<file path="src/rtl/smf_pkg.sv">
package smf_pkg;
  typedef enum logic [2:0] {
    PH_IDLE  = 3'd0,
    PH_WAIT  = 3'd1,
    PH_SETUP = 3'd2,
    PH_PULSE = 3'd3,
    PH_HOLD  = 3'd4
  } phase_e;
endpackage

</file>
<file path="src/rtl/smf_cfg_select.sv">
module smf_cfg_select #(
  parameter int NUM_CS = 4,
  parameter int CNT_W  = 6,
  parameter int FLT_W  = 4,
  parameter int CS_W   = 2
) (
  input  logic [NUM_CS*CNT_W-1:0] rd_setup,
  input  logic [NUM_CS*CNT_W-1:0] rd_pulse,
  input  logic [NUM_CS*CNT_W-1:0] rd_hold,
  input  logic [NUM_CS*CNT_W-1:0] wr_setup,
  input  logic [NUM_CS*CNT_W-1:0] wr_pulse,
  input  logic [NUM_CS*CNT_W-1:0] wr_hold,
  input  logic [NUM_CS*FLT_W-1:0] flt_cnt,
  input  logic [NUM_CS-1:0]       flt_opt,
  input  logic [CS_W-1:0]         cmd_cs,
  input  logic                    cmd_wr,
  input  logic [CS_W-1:0]         cur_cs,
  input  logic [CS_W-1:0]         opt_cs,
  output logic [CNT_W-1:0]        sel_setup,
  output logic [CNT_W-1:0]        sel_pulse,
  output logic [CNT_W-1:0]        sel_hold,
  output logic [FLT_W-1:0]        sel_float,
  output logic                    sel_opt
);
  logic [CNT_W-1:0] rs [NUM_CS];
  logic [CNT_W-1:0] rp [NUM_CS];
  logic [CNT_W-1:0] rh [NUM_CS];
  logic [CNT_W-1:0] ws [NUM_CS];
  logic [CNT_W-1:0] wp [NUM_CS];
  logic [CNT_W-1:0] wh [NUM_CS];
  logic [FLT_W-1:0] fc [NUM_CS];

  for (genvar i = 0; i < NUM_CS; i++) begin : g_unpack
    assign rs[i] = rd_setup[i*CNT_W +: CNT_W];
    assign rp[i] = rd_pulse[i*CNT_W +: CNT_W];
    assign rh[i] = rd_hold [i*CNT_W +: CNT_W];
    assign ws[i] = wr_setup[i*CNT_W +: CNT_W];
    assign wp[i] = wr_pulse[i*CNT_W +: CNT_W];
    assign wh[i] = wr_hold [i*CNT_W +: CNT_W];
    assign fc[i] = flt_cnt [i*FLT_W +: FLT_W];
  end

  always_comb begin
    sel_setup = cmd_wr ? ws[cmd_cs] : rs[cmd_cs];
    sel_pulse = cmd_wr ? wp[cmd_cs] : rp[cmd_cs];
    sel_hold  = cmd_wr ? wh[cmd_cs] : rh[cmd_cs];
    sel_float = fc[cur_cs];
    sel_opt   = flt_opt[opt_cs];
  end
endmodule

</file>
<file path="src/rtl/smf_float_track.sv">
module smf_float_track #(
  parameter int CNT_W = 6,
  parameter int FLT_W = 4,
  parameter int CS_W  = 2
) (
  input  logic             clk,
  input  logic             rst_n,
  input  logic             read_pulse_end,
  input  logic [FLT_W-1:0] load_val,
  input  logic [CS_W-1:0]  cur_cs,
  input  logic [CS_W-1:0]  cmd_cs,
  input  logic [CNT_W-1:0] cmd_setup,
  input  logic             opt_en,
  output logic [FLT_W-1:0] fl_q,
  output logic [CS_W-1:0]  fl_cs_nxt,
  output logic [FLT_W-1:0] wait_cnt
);
  localparam int W = (CNT_W > FLT_W) ? CNT_W : FLT_W;

  logic [FLT_W-1:0] fl_nxt;
  logic [CS_W-1:0]  fl_cs_q;
  logic [W-1:0]     rem_w;
  logic [W-1:0]     setup_w;
  logic [W-1:0]     diff_w;

  // fl_q: float cycles still to elapse, counting the current cycle
  always_comb begin
    if (read_pulse_end)  fl_nxt = load_val;
    else if (fl_q != '0) fl_nxt = fl_q - 1'b1;
    else                 fl_nxt = '0;
    fl_cs_nxt = read_pulse_end ? cur_cs : fl_cs_q;
  end

  always_comb begin
    rem_w   = W'(fl_nxt);
    setup_w = W'(cmd_setup);
    diff_w  = rem_w - setup_w;
    if (fl_nxt == '0)
      wait_cnt = '0;
    else if ((cmd_cs == fl_cs_nxt) && opt_en)
      wait_cnt = (setup_w >= rem_w) ? '0 : FLT_W'(diff_w);
    else
      wait_cnt = fl_nxt;
  end

  always_ff @(posedge clk or negedge rst_n) begin
    if (!rst_n) begin
      fl_q    <= '0;
      fl_cs_q <= '0;
    end else begin
      fl_q    <= fl_nxt;
      fl_cs_q <= fl_cs_nxt;
    end
  end
endmodule

</file>
<file path="src/rtl/smf_phase_seq.sv">
module smf_phase_seq
  import smf_pkg::*;
#(
  parameter int CNT_W  = 6,
  parameter int FLT_W  = 4,
  parameter int CS_W   = 2,
  parameter int ADDR_W = 24
) (
  input  logic              clk,
  input  logic              rst_n,
  input  logic              cmd_valid,
  input  logic              cmd_write,
  input  logic [CS_W-1:0]   cmd_cs,
  input  logic [ADDR_W-1:0] cmd_addr,
  input  logic [CNT_W-1:0]  cmd_setup,
  input  logic [CNT_W-1:0]  cmd_pulse,
  input  logic [CNT_W-1:0]  cmd_hold,
  input  logic [FLT_W-1:0]  wait_cnt,
  output logic              cmd_ready,
  output phase_e            phase_q,
  output logic [CS_W-1:0]   cs_q,
  output logic              wr_q,
  output logic [ADDR_W-1:0] addr_q,
  output logic              read_pulse_end
);
  logic [CNT_W-1:0] cnt_q, s_q, p_q, h_q;
  phase_e           nxt_ph, first_ph;
  logic             accept;

  function automatic phase_e after_ph(input phase_e cur, input logic [CNT_W-1:0] s,
                                      input logic [CNT_W-1:0] p, input logic [CNT_W-1:0] h);
    phase_e r;
    r = PH_IDLE;
    if (cur == PH_WAIT && s != '0)
      r = PH_SETUP;
    else if ((cur == PH_WAIT || cur == PH_SETUP) && p != '0)
      r = PH_PULSE;
    else if (cur != PH_HOLD && cur != PH_IDLE && h != '0)
      r = PH_HOLD;
    return r;
  endfunction

  function automatic logic [CNT_W-1:0] len_of(input phase_e ph, input logic [CNT_W-1:0] w,
                                              input logic [CNT_W-1:0] s, input logic [CNT_W-1:0] p,
                                              input logic [CNT_W-1:0] h);
    logic [CNT_W-1:0] r;
    case (ph)
      PH_WAIT:  r = w;
      PH_SETUP: r = s;
      PH_PULSE: r = p;
      PH_HOLD:  r = h;
      default:  r = '0;
    endcase
    return r;
  endfunction

  always_comb begin
    nxt_ph    = after_ph(phase_q, s_q, p_q, h_q);
    cmd_ready = (phase_q == PH_IDLE) || (cnt_q == 1 && nxt_ph == PH_IDLE);
    accept    = cmd_valid && cmd_ready;
    first_ph  = (wait_cnt != '0) ? PH_WAIT : after_ph(PH_WAIT, cmd_setup, cmd_pulse, cmd_hold);
    read_pulse_end = (phase_q == PH_PULSE) && (cnt_q == 1) && !wr_q;
  end

  always_ff @(posedge clk or negedge rst_n) begin
    if (!rst_n) begin
      phase_q <= PH_IDLE;
      cnt_q   <= '0;
      s_q     <= '0;
      p_q     <= '0;
      h_q     <= '0;
      cs_q    <= '0;
      wr_q    <= 1'b0;
      addr_q  <= '0;
    end else if (accept) begin
      phase_q <= first_ph;
      cnt_q   <= len_of(first_ph, CNT_W'(wait_cnt), cmd_setup, cmd_pulse, cmd_hold);
      s_q     <= cmd_setup;
      p_q     <= cmd_pulse;
      h_q     <= cmd_hold;
      cs_q    <= cmd_cs;
      wr_q    <= cmd_write;
      addr_q  <= cmd_addr;
    end else if (phase_q != PH_IDLE) begin
      if (cnt_q == 1) begin
        phase_q <= nxt_ph;
        cnt_q   <= len_of(nxt_ph, '0, s_q, p_q, h_q);
      end else begin
        cnt_q <= cnt_q - 1'b1;
      end
    end
  end
endmodule

</file>
<file path="src/rtl/smem_float_seq.sv">
module smem_float_seq
  import smf_pkg::*;
#(
  parameter int NUM_CS = 4,
  parameter int ADDR_W = 24,
  parameter int CNT_W  = 6,
  parameter int FLT_W  = 4,
  localparam int CS_W  = (NUM_CS > 1) ? $clog2(NUM_CS) : 1
) (
  input  logic                    clk,
  input  logic                    rst_n,
  input  logic                    cmd_valid,
  output logic                    cmd_ready,
  input  logic                    cmd_write,
  input  logic [CS_W-1:0]         cmd_cs,
  input  logic [ADDR_W-1:0]       cmd_addr,
  input  logic [NUM_CS*CNT_W-1:0] cfg_rd_setup,
  input  logic [NUM_CS*CNT_W-1:0] cfg_rd_pulse,
  input  logic [NUM_CS*CNT_W-1:0] cfg_rd_hold,
  input  logic [NUM_CS*CNT_W-1:0] cfg_wr_setup,
  input  logic [NUM_CS*CNT_W-1:0] cfg_wr_pulse,
  input  logic [NUM_CS*CNT_W-1:0] cfg_wr_hold,
  input  logic [NUM_CS*FLT_W-1:0] cfg_float,
  input  logic [NUM_CS-1:0]       cfg_float_opt,
  output logic [ADDR_W-1:0]       mem_addr,
  output logic [NUM_CS-1:0]       mem_cs_n,
  output logic                    mem_rd_n,
  output logic                    mem_we_n
);
  logic [CNT_W-1:0] sel_setup, sel_pulse, sel_hold;
  logic [FLT_W-1:0] sel_float, fl_q, wait_cnt;
  logic             sel_opt, wr_q, read_pulse_end;
  logic [CS_W-1:0]  cs_q, fl_cs_nxt;
  phase_e           phase_q;
  logic             in_access;

  smf_cfg_select #(.NUM_CS(NUM_CS), .CNT_W(CNT_W), .FLT_W(FLT_W), .CS_W(CS_W)) u_cfg (
    .rd_setup(cfg_rd_setup), .rd_pulse(cfg_rd_pulse), .rd_hold(cfg_rd_hold),
    .wr_setup(cfg_wr_setup), .wr_pulse(cfg_wr_pulse), .wr_hold(cfg_wr_hold),
    .flt_cnt(cfg_float), .flt_opt(cfg_float_opt),
    .cmd_cs(cmd_cs), .cmd_wr(cmd_write), .cur_cs(cs_q), .opt_cs(fl_cs_nxt),
    .sel_setup(sel_setup), .sel_pulse(sel_pulse), .sel_hold(sel_hold),
    .sel_float(sel_float), .sel_opt(sel_opt)
  );

  smf_float_track #(.CNT_W(CNT_W), .FLT_W(FLT_W), .CS_W(CS_W)) u_flt (
    .clk(clk), .rst_n(rst_n), .read_pulse_end(read_pulse_end), .load_val(sel_float),
    .cur_cs(cs_q), .cmd_cs(cmd_cs), .cmd_setup(sel_setup), .opt_en(sel_opt),
    .fl_q(fl_q), .fl_cs_nxt(fl_cs_nxt), .wait_cnt(wait_cnt)
  );

  smf_phase_seq #(.CNT_W(CNT_W), .FLT_W(FLT_W), .CS_W(CS_W), .ADDR_W(ADDR_W)) u_seq (
    .clk(clk), .rst_n(rst_n), .cmd_valid(cmd_valid), .cmd_write(cmd_write),
    .cmd_cs(cmd_cs), .cmd_addr(cmd_addr), .cmd_setup(sel_setup), .cmd_pulse(sel_pulse),
    .cmd_hold(sel_hold), .wait_cnt(wait_cnt), .cmd_ready(cmd_ready), .phase_q(phase_q),
    .cs_q(cs_q), .wr_q(wr_q), .addr_q(mem_addr), .read_pulse_end(read_pulse_end)
  );

  assign in_access = (phase_q == PH_SETUP) || (phase_q == PH_PULSE) || (phase_q == PH_HOLD);

  for (genvar i = 0; i < NUM_CS; i++) begin : g_cs
    assign mem_cs_n[i] = !(in_access && (cs_q == CS_W'(i)));
  end

  assign mem_rd_n = !((phase_q == PH_PULSE) && !wr_q);
  assign mem_we_n = !((phase_q == PH_PULSE) && wr_q);
endmodule

</file>
<file path="config.mk">
export PLATFORM = sky130hd
export DESIGN_NAME = smem_float_seq
export DESIGN_NICKNAME = d
export VERILOG_FILES = /design/src/rtl/smf_pkg.sv /design/src/rtl/smf_cfg_select.sv /design/src/rtl/smf_float_track.sv /design/src/rtl/smf_phase_seq.sv /design/src/rtl/smem_float_seq.sv
export SDC_FILE = /design/constraint.sdc
export NUM_CORES = 1
export LEC_CHECK = 0
export BUFFER_PORTS_ARGS = -buffer_cell sky130_fd_sc_hd__clkbuf_2
export CAP_MARGIN = 20
export CORE_MARGIN = 2
export CORE_UTILIZATION = 40
export CTS_CLUSTER_DIAMETER = 50
export DETAILED_ROUTE_END_ITERATION = 8
export HOLD_SLACK_MARGIN = 0.05
export PLACE_DENSITY_LB_ADDON = 0.25
export SLEW_MARGIN = 20
export SYNTH_ARGS = -nofsm -noshare
export SYNTH_HDL_FRONTEND = slang
export SYNTH_SLANG_ARGS = --single-unit
</file>
<file path="constraint.sdc">
create_clock -name clk -period 4.83 [get_ports clk]
set_input_delay 0.483 -clock clk [delete_from_list [all_inputs] [get_ports clk]]
set_output_delay 0.483 -clock clk [all_outputs]
set_load 0.005 [all_outputs]
</file>
---- Word level (Yosys, flattened, before mapping) ----
Cells that the tools add are included.
cells by class
  $add $sub $neg .......................... 3
  multiply operators ...................... 0
  divide/modulo/power cells ............... 0
  magnitude comparators ................... 4
  equality and inequality tests ........... 17
  shift-type cells ........................ 0
  multiplexer cells ....................... 47
  bitwise gates (word level) .............. 2
  reduce and logical (&&, ||, !) cells .... 42
operators by type and width
  operator               count
  $mux W6                18
  $bmux W6 S2            6
  $reduce_bool A6 Y1     6
  $mux W3                10
  $mux W4                7
  $pmux W6 S4            1
  $eq A3 B2 Y1 const B   6
  $pmux W6 S3            1
  $logic_and A1 B1 Y1    15
  $eq A3 B3 Y1 const B   3
  $bmux W4 S2            1
  $reduce_bool A4 Y1     2
  $logic_not A1 Y1       7
  $eq A3 B1 Y1 const B   2
  $eq A6 B1 Y1 const B   1
  $ge A3 B3 Y1 const B   2
  $ge A6 B4 Y1           1
  $logic_not A3 Y1       2
  $not A2 Y3             2
  $sub A6 B1 Y6 const B  1
  $eq A2 B2 Y1 const B   2
  $logic_not A4 Y1       1
  $logic_or A1 B1 Y1     4
  $reduce_bool A2 Y1     2
  other kinds (12)       12
storage, ports and cells
  register bits ........................... 60
  bits in latches ......................... 0
  bits in writable memories ............... 0
  ROM bits ................................ 0
  output and inout port bits .............. 31
  memories kept ........................... 0

---- Depth between registers and ports, before layout ----
  depth after elaboration ................. 14
  depth in mapped cells ................... 15
  depth with buffers taken out ............ 15

---- Cells and area by module ----
From an unflattened synthesis, not the netlist that was laid out.
unflattened totals
  cells, all modules ...................... 392
  area, all modules ....................... 4870.9 um2
modules (own cells, without submodules)
  module           times used  cells an instance  area each (um2)  sequential area each (um2)
  smf_phase_seq    1           247                2892.8           1351.3
  smf_cfg_select   1           69                 1332.5           0.0
  smf_float_track  1           65                 573.0            150.1
  smem_float_seq   1           11                 72.6             0.0

---- Worst setup path after synthesis ----
Ideal clock, no wire load.
  path kind ............................... input to register
  from .................................... input cmd_write
  to ...................................... register u_seq.phase_q[1]
  library setup time ...................... 65 ps
  data arrival time ....................... 3767 ps
  data required time ...................... 4765 ps
  slack ................................... 998 ps
  stages on the path ...................... 13
  buffers on the path ..................... 2
  cell sequence ........................... clkbuf_1 -> clkbuf_1 -> mux4_2 -> mux2i_1 -> ha_1 -> nor2b_1 -> o21a_1 -> or3_1 -> a211o_1 -> a21boi_4 -> nor2_2 -> o311ai_1 -> o21a_1
between the ends
  cells in the longest elaborated chain, start to end .. 8
  elaborated cells between the ends (all ways) .. 14
  classes of those cells .................. 1 x add/sub; 1 x order compare; 9 x mux; 3 x reduce/logical
RTL lines
  element                                        line                                          text
  start, declared                                smem_float_seq.sv:14                          input logic cmd_write,
  $mux W6                                        smf_cfg_select.sv:44                          sel_setup = cmd_wr ? ws[cmd_cs] : rs[cmd_cs];
  $ge A6 B4 Y1 or $sub A4 B4 Y4 (tied branches)  smf_float_track.sv:41, smf_float_track.sv:37
  $mux W4                                        smf_float_track.sv:41                         wait_cnt = (setup_w >= rem_w) ? '0 : FLT_W'(diff_w);
  $mux W4                                        smf_float_track.sv:40                         else if ((cmd_cs == fl_cs_nxt) && opt_en)
  $mux W4                                        smf_float_track.sv:38                         if (fl_nxt == '0)
  $reduce_bool A4 Y1                             smf_phase_seq.sv:61                           first_ph = (wait_cnt != '0) ? PH_WAIT : after_ph(PH_WAIT, cmd_setup, cmd_pulse, cmd_hold);
  $mux W3 *                                      smf_phase_seq.sv:61
  $mux W3 *                                      smf_phase_seq.sv:75                           end else if (accept) begin
  end signal, assigned                           smf_phase_seq.sv:76                           phase_q <= first_ph;
  end signal, assigned                           smf_phase_seq.sv:86                           phase_q <= nxt_ph;
  end, declared                                  smf_phase_seq.sv:20                           output phase_e phase_q,
Every way passes the cells marked *; elsewhere a longest branch is shown, timed or not.
A chain may end at the register's enable or synchronous reset.

---- Worst setup path in the final report ----
  from .................................... register u_seq.cnt_q[1]
  to ...................................... register u_seq.cnt_q[5]
between the ends
  elaborated cells between the ends (all ways) .. 30
  classes of those cells .................. 2 x add/sub; 1 x order compare; 6 x eq/ne; 12 x mux; 9 x reduce/logical
RTL lines
  element                                        line                                          text
  start, declared                                smf_phase_seq.sv:26                           logic [CNT_W-1:0] cnt_q, s_q, p_q, h_q;
  start signal, assigned                         smf_phase_seq.sv:77                           cnt_q <= len_of(first_ph, CNT_W'(wait_cnt), cmd_setup, cmd_pulse, cmd_hold);
  start signal, assigned                         smf_phase_seq.sv:87                           cnt_q <= len_of(nxt_ph, '0, s_q, p_q, h_q);
  start signal, assigned                         smf_phase_seq.sv:89                           cnt_q <= cnt_q - 1'b1;
  $eq A6 B1 Y1 *                                 smf_phase_seq.sv:62                           read_pulse_end = (phase_q == PH_PULSE) && (cnt_q == 1) && !wr_q;
  $logic_and A1 B1 Y1 * (2 in a row)             smf_phase_seq.sv:62
  $mux W4 *                                      smf_float_track.sv:28                         if (read_pulse_end) fl_nxt = load_val;
  named net u_flt.fl_nxt[0]                      smf_float_track.sv:20                         logic [FLT_W-1:0] fl_nxt;
  $ge A6 B4 Y1 or $sub A4 B4 Y4 (tied branches)  smf_float_track.sv:41, smf_float_track.sv:37
  $mux W4                                        smf_float_track.sv:41
  $mux W4                                        smf_float_track.sv:40
  $mux W4 *                                      smf_float_track.sv:38
  $reduce_bool A4 Y1 *                           smf_phase_seq.sv:61
  $mux W3 *                                      smf_phase_seq.sv:61
  $eq A3 B3 Y1, or another cell as far along     smf_phase_seq.sv:47                           case (ph)
  $pmux W6 S4 *                                  smf_phase_seq.sv:47
  $mux W6 *                                      smf_phase_seq.sv:75
The timed path passes the listed nets; every way through them passes the cells marked *. The select of a mux whose other input is x is not followed.

==> summary.md <==
| Metric | Value |
|---|---|
| Status | completed |
| Min-delay worst type | in2async |
| Mapped cell area | around 4700 um^2 |
| Synth unique cells | 67 |
| WL final | about 14000 um |
| Top-count cell post-synth | nand2_1 |
| I/O Pins | around 230 |
| Top-area cell type share of the netlist area | 31.99% |
| Maximum vdd drop | 0.2248 mV |
| CTS buffer count | 9 |
| Fin Clk Skew | 3.628 ps |
| Max-cap violations | 0 |
| Die height | between 100 and 150 um |
| Core Box Area | 11420 um^2 |
| Worst-path clk slew | around 50 ps |
| Flop pwr share | around 34% |
| R2R Path Start | u_seq.cnt_q[1] |
| Vias per cell | roughly 5.6 |
| Pre-CTS setup slack | 664.5 ps |
| CTS tree | done |
| Crit path arrival time | 4160 ps |
| Root buf cell | clkbuf_16 |
| Internal power | approximately 1800 uW |
| Num rows | 39 |
| CTS max path bufs | 2 |
| Reg2reg setup slack | a little under 900 ps |
| Share of cells above drive strength 1 | a little over two fifths |
| Drt pass-1 iters | 7 |
| H-tree levels | 3 |
| Gr ovfl total | 0 |
| Cell taking the most area after synthesis | dfrtp_1 |
| Tmin final | roughly 3900 ps |
| Switching Power | 1043 uW |
| Initial DRC count | roughly 320 |
| Endpoints failing setup | 0 |
| EDFF count, synth | 0 |
| Remaining antenna violation count after routing | 0 |
| Setup Buffers After CTS | 0 |
| First-pass GRT wire length | ~23000 um |
| CP max FO | 7 |
| Worst setup margin | about 880 ps |
| Hpwl dp | around 12000 um |
| Number of warnings issued by yosys | 0 |
| Slew margin rel. | 50.20% |
| Register bit count reported by yosys | 60 |
| Asr flop ratio synth | 100.0% |
| CP Launch Type | register |
| Mapped Cells | roughly 490 |
| RSZ-0062 raised after global routing | false |
| Resized cells post-CTS | 0 |
| Nets | 909 |
| Clock Power Share | 25.7% |
| Top post-synthesis cells by area | dfrtp_1 (32%), mux4_2 (18%), nand2_1 (8.2%) |
| Fin crit share | 81.76% |
| Worst Max-Slew Pin Slew | about 750 ps |
| Final core occ | between 50% and 60% |
| Initial antenna violation count | 0 |
| Register area share after synthesis | between 30% and 40% |
| Avg Inst Size Synth | around 9.5 um^2 |
| DRC Markers | 0 |
| Die Span X | roughly 110 um |
| Initial Utilization | 41.10% |
| Clk_lat worst skew | about 330 ps |
| Layout area overhead | 33.24% |
| Hold_buf cts | 0 |
| Mapped Nets | 697 |
| Crit path launch | u_seq.cnt_q[1] |
| Power Dens Cells | between 400 and 500 nW/um^2 |
| Main synth FF type | dfrtp_1 |
| Setup CP Type | reg2reg |
| Fmax | roughly 250 MHz |
| GRT Total Usage | a little under a quarter |
| Vias | between 4000 and 5000 |
| Fin Setup TNS | 0 ps |
| CP required | approximately 5000 ps |
| Sink Count | 60 |
| Comb pwr share | about 40% |
| Final Hold Vio Count | 0 |
| Net Sw Frac | 36.62% |
| Nature of the critical path endpoint | register |
| Leak | ~0.0031 uW |
| Diodes inserted | 0 |
| Largest net degree at the start of global routing | 61 |
| Total power | ~2800 uW |
| Top post-synthesis cells by count | nand2_1 (103), dfrtp_1 (60), nor2_1 (43) |
| WL per Instance | 16.79 um |
| Final max-slew violation count | 0 |
| I/O Buffers | between 200 and 250 |
| Routability cong. | 0.8809 |
| Die Area | 12620 um^2 |
| Number of global-route vias before repair | 4751 |
-- placed cells by master (no fill, tap or decap), drive strengths merged, types with 4 or more instances in the layout --
| cell type | netlist | final |
|---|---|---|
| nor3 | 8 | 8 |
| a222oi | 5 | 5 |
| a21boi | 4 | 4 |
| mux4 | 38 | 38 |
| nand2b | 9 | 9 |
| nand2 | 103 | 103 |
| o21ai | 18 | 18 |
| o211ai | 4 | 4 |
| or3 | 7 | 7 |
| o22a | 4 | 4 |
| inv | 15 | 15 |
| ha | 9 | 9 |
| nand3 | 4 | 4 |
| nor2 | 44 | 44 |
| o22ai | 7 | 7 |
| clkbuf | 15 | 233 |
| a21oi | 25 | 25 |
| mux2 | 6 | 6 |
| buf | 15 | 7 |
| mux2i | 20 | 20 |
| a21o | 4 | 4 |
| nor2b | 5 | 5 |
| dfrtp | 60 | 60 |
| nor4 | 5 | 5 |
-- registers in the layout, indices dropped and copies added (netlist names) --
| name | cells |
|---|---|
| u_seq.phase_q | 3 |
| u_flt.fl_cs_q | 2 |
| u_seq.p_q | 6 |
| u_seq.cs_q | 2 |
| u_flt.fl_q | 4 |
| u_seq.wr_q | 1 |
| u_seq.h_q | 6 |
| u_seq.addr_q | 24 |
| u_seq.s_q | 6 |
| u_seq.cnt_q | 6 |
-- power groups by stage --
stage / Sequential [uW] / Clock (uW) / Combinational, uW
after CTS: 969 / 748 / 1150
after global routing: 1010 / 768 / 1280
final: 973 / 732 / 1140
after global placement: 965 / 0 / 1120
after floorplan: 887 / 0 / 809
after detailed placement: 977 / 0 / 1140
-- kinds of logic after synthesis --
logic type	after synthesis	share of synthesized area, %
buffers and inverters	45	4.052
XOR/XNOR	4	0.7466
adder cells (fa/ha/maj)	10	2.826
multiplexers	64	24.10
AND/OR/NAND/NOR	207	20.39
AO/OA/AOI/OAI	103	15.89
flip-flops	60	31.99
-- cell type report --
class / count / area (um^2)
clock buffer: 9 / 225.2
clock inverter: 7 / 115.1
fill: 1073 / 5165
inverter: 15 / 56.30
multi-input combinational: 388 / 3003
sequential: 60 / 1501
tap: 143 / 178.9
timing repair buffer: 231 / 1174
-- per-layer routing --
layer / up-vias / track usage [%] / routed length (um)
met1: 2217 / 28.78 / 5961
met2: 235 / 40.16 / 7076
met4: 0 / 7.317 / 289
li1: 2257 / - / -
met3: 31 / 3.348 / 998
met5: - / 0 / 0
-- worst paths after layout --
check / cells past startpoint / end
worst max-delay path: 16 / u_seq.cnt_q[5]
worst min-delay path: 2 / u_seq.cs_q[0]
worst max register to register: 16 / u_seq.cnt_q[5]
worst min register to register: 2 / u_seq.addr_q[12]
max in group asynchronous: 2 / u_seq.h_q[5]
min in group clk: 3 / u_seq.addr_q[0]
-- per-stage QoR --
stage,hold WS (ps),cell area [um^2],instances
finish,321.8,6254,853
global placement,456.6,5913,837
global route,353.6,6254,853
CTS,334.2,6254,853
detailed placement,461.3,5913,837
floorplan,187.4,4693,493
-- worst max-delay path, stage by stage (launching register included) --
cell and delay [ps]:
dfrtp_1 390, inv_1 100, ha_1 190, nor2b_1 220, nand3_1 270, mux2i_1 260, buf_4 170, inv_1 70
ha_1 330, nand2b_1 160, a21o_1 170, a21o_1 180, a211oi_2 400, a21boi_4 140, o211ai_1 280, nand2_1 140
o41ai_1 360
No activity file was read; power rests on OpenSTA's default activity.
